### config.mk
export PLATFORM = sky130hd
export DESIGN_NAME = sqw_gen
export DESIGN_NICKNAME = d
export VERILOG_FILES = /design/src/rtl/sqw_pkg.sv /design/src/rtl/sqw_regs.sv /design/src/rtl/sqw_decode.sv /design/src/rtl/sqw_divider.sv /design/src/rtl/sqw_gen.sv
export SDC_FILE = /design/constraint.sdc
export NUM_CORES = 1
export LEC_CHECK = 0
export ABC_CLOCK_PERIOD_IN_PS = 2430
export BUFFER_PORTS_ARGS = -buffer_cell sky130_fd_sc_hd__buf_2
export CORE_MARGIN = 1.5
export CORE_UTILIZATION = 40
export CTS_CLUSTER_SIZE = 12
export DETAILED_ROUTE_END_ITERATION = 8
export SKIP_LAST_GASP = 1
export SLEW_MARGIN = 15
export SYNTH_ARGS = -nofsm -noshare
export SYNTH_HDL_FRONTEND = slang
export SYNTH_SLANG_ARGS = --single-unit
### constraint.sdc
create_clock -name clk -period 2.43 [get_ports clk]
set_input_delay 0.486 -clock clk [delete_from_list [all_inputs] [get_ports clk]]
set_output_delay 0.486 -clock clk [all_outputs]
set_load 0.01 [all_outputs]
### src/rtl/sqw_pkg.sv
package sqw_pkg;

  // Half-period exponent (in source-edge strobes) for a rate code.
  // Code 1 runs at the full source rate, code 2 skips two octaves,
  // codes 3 and above map linearly onto the exponent.
  function automatic int unsigned code_to_exp(input int unsigned code);
    if (code == 1)
      return 0;
    else if (code == 2)
      return 2;
    else
      return code;
  endfunction

endpackage

### src/rtl/sqw_regs.sv
module sqw_regs #(
  parameter int unsigned ADDR_W   = 4,
  parameter int unsigned DATA_W   = 8,
  parameter int unsigned RATE_W   = 4,
  parameter int unsigned RATE_LSB = 4,
  parameter int unsigned EN_BIT   = 6,
  parameter logic [ADDR_W-1:0] RATE_ADDR = 4,
  parameter logic [ADDR_W-1:0] CTRL_ADDR = 10,
  parameter logic [RATE_W-1:0] RATE_RST  = 1,
  parameter logic              EN_RST    = 1'b1
) (
  input  logic              clk,
  input  logic              rst,
  input  logic              wr_en,
  input  logic [ADDR_W-1:0] wr_addr,
  input  logic [DATA_W-1:0] wr_data,
  output logic [RATE_W-1:0] rate_code,
  output logic              out_en,
  output logic              rate_wr
);

  logic rate_hit;
  logic ctrl_hit;
  logic [RATE_W-1:0] code_q;
  logic              en_q;
  logic              unused_wdata;

  assign rate_hit = wr_en && (wr_addr == RATE_ADDR);
  assign ctrl_hit = wr_en && (wr_addr == CTRL_ADDR);

  // Only the rate nibble and the enable bit matter here; the other bits
  // belong to neighbouring functions.
  assign unused_wdata = ^wr_data;

  always_ff @(posedge clk) begin
    if (rst) begin
      code_q <= RATE_RST;
      en_q   <= EN_RST;
    end else begin
      if (rate_hit)
        code_q <= wr_data[RATE_LSB +: RATE_W];
      if (ctrl_hit)
        en_q <= wr_data[EN_BIT];
    end
  end

  assign rate_code = code_q;
  assign out_en    = en_q;
  assign rate_wr   = rate_hit;

endmodule

### src/rtl/sqw_decode.sv
module sqw_decode
  import sqw_pkg::*;
#(
  parameter int unsigned RATE_W = 4,
  parameter int unsigned DIV_W  = 15
) (
  input  logic [RATE_W-1:0] rate_code,
  output logic [DIV_W-1:0]  term,
  output logic              code_live
);

  localparam int unsigned N_CODES = 1 << RATE_W;

  logic [DIV_W-1:0] term_tab [N_CODES];

  // One terminal count per code; the table collapses to constants.
  for (genvar g = 0; g < N_CODES; g++) begin : g_term
    assign term_tab[g] = DIV_W'((64'd1 << code_to_exp(g)) - 64'd1);
  end

  assign term      = term_tab[rate_code];
  assign code_live = (rate_code != '0);

endmodule

### src/rtl/sqw_divider.sv
module sqw_divider #(
  parameter int unsigned DIV_W = 15
) (
  input  logic             clk,
  input  logic             rst,
  input  logic             run,
  input  logic             restart,
  input  logic             tick,
  input  logic [DIV_W-1:0] term,
  output logic             sq_out
);

  logic [DIV_W-1:0] cnt_q;
  logic             wave_q;

  // Restart and idle share the clear path; a strobe in the same cycle
  // as a restart is dropped.
  always_ff @(posedge clk) begin
    if (rst || !run || restart) begin
      cnt_q  <= '0;
      wave_q <= 1'b0;
    end else if (tick) begin
      if (cnt_q >= term) begin
        cnt_q  <= '0;
        wave_q <= ~wave_q;
      end else begin
        cnt_q <= cnt_q + DIV_W'(1);
      end
    end
  end

  assign sq_out = wave_q;

endmodule

### src/rtl/sqw_gen.sv
module sqw_gen #(
  parameter int unsigned ADDR_W   = 4,
  parameter int unsigned DATA_W   = 8,
  parameter int unsigned RATE_W   = 4,
  parameter int unsigned RATE_LSB = 4,
  parameter int unsigned EN_BIT   = 6,
  parameter logic [ADDR_W-1:0] RATE_ADDR = 4,
  parameter logic [ADDR_W-1:0] CTRL_ADDR = 10
) (
  input  logic              clk,
  input  logic              rst,
  input  logic              half_tick,
  input  logic              wr_en,
  input  logic [ADDR_W-1:0] wr_addr,
  input  logic [DATA_W-1:0] wr_data,
  output logic              sq_out
);

  localparam int unsigned DIV_W = (1 << RATE_W) - 1;

  logic [RATE_W-1:0] rate_code;
  logic              out_en;
  logic              rate_wr;
  logic [DIV_W-1:0]  term;
  logic              code_live;

  sqw_regs #(
    .ADDR_W   (ADDR_W),
    .DATA_W   (DATA_W),
    .RATE_W   (RATE_W),
    .RATE_LSB (RATE_LSB),
    .EN_BIT   (EN_BIT),
    .RATE_ADDR(RATE_ADDR),
    .CTRL_ADDR(CTRL_ADDR),
    .RATE_RST (RATE_W'(1)),
    .EN_RST   (1'b1)
  ) u_regs (
    .clk      (clk),
    .rst      (rst),
    .wr_en    (wr_en),
    .wr_addr  (wr_addr),
    .wr_data  (wr_data),
    .rate_code(rate_code),
    .out_en   (out_en),
    .rate_wr  (rate_wr)
  );

  sqw_decode #(
    .RATE_W(RATE_W),
    .DIV_W (DIV_W)
  ) u_decode (
    .rate_code(rate_code),
    .term     (term),
    .code_live(code_live)
  );

  sqw_divider #(
    .DIV_W(DIV_W)
  ) u_div (
    .clk    (clk),
    .rst    (rst),
    .run    (out_en && code_live),
    .restart(rate_wr),
    .tick   (half_tick),
    .term   (term),
    .sq_out (sq_out)
  );

endmodule

==> results.sh <==
export IMPL_status="complete, no violations"
export IMPL_port_buffers=12
export IMPL_cp_max_fo=14
export IMPL_finalWirelength_mm=2.694
export IMPL_synthAdderAreaFrac_pct=15.15
export IMPL_final_max_slew_viol_count=0
export IMPL_layout_min_cycle_time_ns=2.300
export IMPL_rsz0062_at_grt="no"
export IMPL_worst_pin_slew_ns=0.3259
export IMPL_stdcell_count=215
export IMPL_leakagePower_nw=0.6077
export IMPL_ys_ff_latch=21
export IMPL_cp_required_ns=2.68
export IMPL_synth_most_common_cell="nor2_1"
export IMPL_rows=20
export IMPL_tns_ns=0
export IMPL_viasPerCell=5.200
export IMPL_yosysUniqueCellTypes=34
export IMPL_cts_buffers=3
export IMPL_max_clock_path_buffers=2
export IMPL_finalHoldViolCount=0
export IMPL_netlist_top_cells_area="dfxtp_1 (32%), ha_1 (15%), nor2_1 (6.8%)"
export IMPL_worstSetupPathType="flop to flop"
export IMPL_grt_max_degree=16
export IMPL_cts_tree="done"
export IMPL_synth_commonest_cells="nor2_1 (24), dfxtp_1 (21), ha_1 (16), nand2_1 (9), xor2_1 (9)"
export IMPL_place_hpwl_mm=1.975
export IMPL_grt_pass1_wl_mm=4.554
export IMPL_die_x_um=60.48
export IMPL_cp_slowest_cell="dfxtp_2"
export IMPL_area_growth_pct=19.03
export IMPL_io_pins=17
export IMPL_post_dp_cell_area_um2=1431
export IMPL_grt_util_all_layers_pct=16.47
export IMPL_slowest_delay_ns=0.34
export IMPL_start_kind="flop"
export IMPL_slew_limit_headroom_pct=78.22
export IMPL_cp_end_kind="flop"
export IMPL_ant_nets=0
export IMPL_critical_path_arrival_ns=2.55
export IMPL_holdPathStages=2
export IMPL_grt_pass1_vias=1060
export IMPL_synth_top_family_by_area="simple AND/OR/NAND/NOR gates"
export IMPL_synthXorXnorAreaFrac_pct=8.617
export IMPL_synth_compound_area_share_pct=12.12
export IMPL_drtIter0Drc=54
export IMPL_first_pass_iters=4
export IMPL_nNetsFinal=204
export IMPL_clkTransAtPathRegs_ns=0.12
export IMPL_cts_sinks=21
export IMPL_setup_viol=0
export IMPL_route_detailed_drc=0
export IMPL_path_cells="or2_4 -> a21oi_2 -> ha_1 -> nand4_1 -> nor4_2 -> a2111oi_1 -> o31a_1 -> o21bai_4 -> buf_12 -> nor2_1"
export IMPL_cap_viol_max_count=0
export IMPL_synth_edf_count=0
export IMPL_crit_path_start="u_regs.rate_code[0]"
export IMPL_fin_area_um2=1573
export IMPL_synth_simple_gate_area_share_pct=25.19
export IMPL_synth_top_area_share_pct=31.82
export IMPL_wl_per_cell_um=12.53
export IMPL_fmax_mhz=434.8
export IMPL_grt_antenna_before_repair=0
export IMPL_start_util_pct=42.58
export IMPL_dieArea_um2=3657
export IMPL_rr_worst_depth=10
export IMPL_postSynthCellCount=153
export IMPL_die_height_um=60.48
export IMPL_r2r_start="u_regs.rate_code[0]"
export IMPL_antennaDiodeCount=0
export IMPL_place_inst=208
export IMPL_synthMuxAreaShare_pct=3.030
export IMPL_post_route_util_pct=50.69
export IMPL_min_from="wr_data[4]"
export IMPL_synthArstFlopShare_pct=0
export IMPL_ir_worst_vdd_mv=0.3686
export IMPL_finClkSkew_ns=0.003336
export IMPL_ys_seq_area_share_pct=31.82
export IMPL_ys_flop_type="dfxtp_1"
export IMPL_final_layout_size_suffix_gt1_share_pct=23.98
export IMPL_vias=1118
export IMPL_core_um2=3103
export IMPL_regToRegSetupSlack_ns=0.13
export IMPL_synth_nets=185
export IMPL_synth_area_um2=1321
export IMPL_nFillCells=336
export IMPL_p_per_area_nw_per_um2=380.6
export IMPL_cts_max_level=1
export IMPL_period_share_pct=94.65
export IMPL_overflow=0
export IMPL_gp_congestion=0.8671
export IMPL_hold_path_class="input port to flop"
export IMPL_yosysWarnings=0
export IMPL_yosysTopAreaCell="dfxtp_1"
export IMPL_synth_avg_cell_area_um2=8.636
export IMPL_worstSkewPairLatency_ns=0.31
export IMPL_root_buffer="clkbuf_4"
[registers in the layout (all words and copies together), names as in the netlist]
register / flops
u_regs.rate_code: 4
u_div.cnt_q: 15
u_regs.out_en: 1
u_div.sq_out: 1
[worst paths after layout]
check	endpoint
setup / recovery	u_div.cnt_q[7]
hold reg to reg	u_div.sq_out
setup reg to reg	u_div.cnt_q[7]
hold / removal	u_regs.rate_code[0]
[placed cells by master, fill, tap and decap left out, drive strengths merged]
master and count:
dfxtp 21, a21o 1, xor2 9, or2 1
nor2b 2, nand4 8, mux2i 4, nand3 7
xnor2 4, nand4b 1, o21ai 6, nand2 9
or3 2, or4b 1, clkbuf 4, buf 19
nor4 1, inv 5, o21bai 1, a211o 2
and3 2, a211oi 3, a2111oi 1, nor2 24
a21oi 8, a31oi 1, nand3b 1, nor3 3
and4 1, ha 16, and2 1, and4b 1
o31a 1
[per-stage QoR]
step / hold slack (ns) / power [mW] / worst slack (ns)
final: 0.3812 / 0.5986 / 0.1299
after global routing: 0.3647 / 0.6298 / 0.01308
after CTS: 0.3649 / 0.5952 / 0.01089
after detailed placement: 0.4750 / 0.4203 / 0.02844
after global placement: 0.4640 / 0.4179 / 0.07209
after floorplan: 0.4743 / 0.4000 / 0.1197
[critical path: cells and delay by family, from the launching register on]
family | cells | cell delay, ns
compound gates | 4 | 0.89
fa+ha+maj | 1 | 0.25
buf+inv | 1 | 0.15
flops | 1 | 0.34
simple gates | 4 | 0.60
[cell type report]
class / count / area, um^2 / area share, %
sequential: 21 / 430.4 / 27.37
clock buffer: 4 / 26.28 / 1.671
multi-input combinational: 122 / 917.1 / 58.31
tap: 44 / 55.05 / 3.500
inverter: 5 / 18.77 / 1.193
timing repair buffer: 19 / 125.1 / 7.955
[cells by family after synthesis]
| family | Yosys count |
|---|---|
| compound gates | 24 |
| xor+xnor | 13 |
| flops | 21 |
| fa+ha+maj | 16 |
| buf+inv | 10 |
| mux | 4 |
| simple gates | 65 |
[report_power, final]
part           switching, mW  leakage (nW)  internal [mW]
sequential           0.00381         0.171          0.346
clock                  0.109        0.0150         0.0641
combinational         0.0373         0.422         0.0386
[metal layers]
metal	global-route usage, %	routed length, um	vias up
met2	27.80	1239	19
li1	-	-	585
met4	3.416	15	0
met3	5.757	103	2
met1	20.50	1336	512
met5	0	0	-
[what timing repair did]
item                                    in CTS  in global routing
endpoints found under the hold margin        0                  0
endpoints found under the setup margin      14                 16
hold buffers                                 0                  0
pin swaps                                    1                  5
gates resized for setup                      1                 19
gates cloned                                 0                  0
buffers inserted                             0                  3
Note: power is estimated with default switching activity, not from simulation.
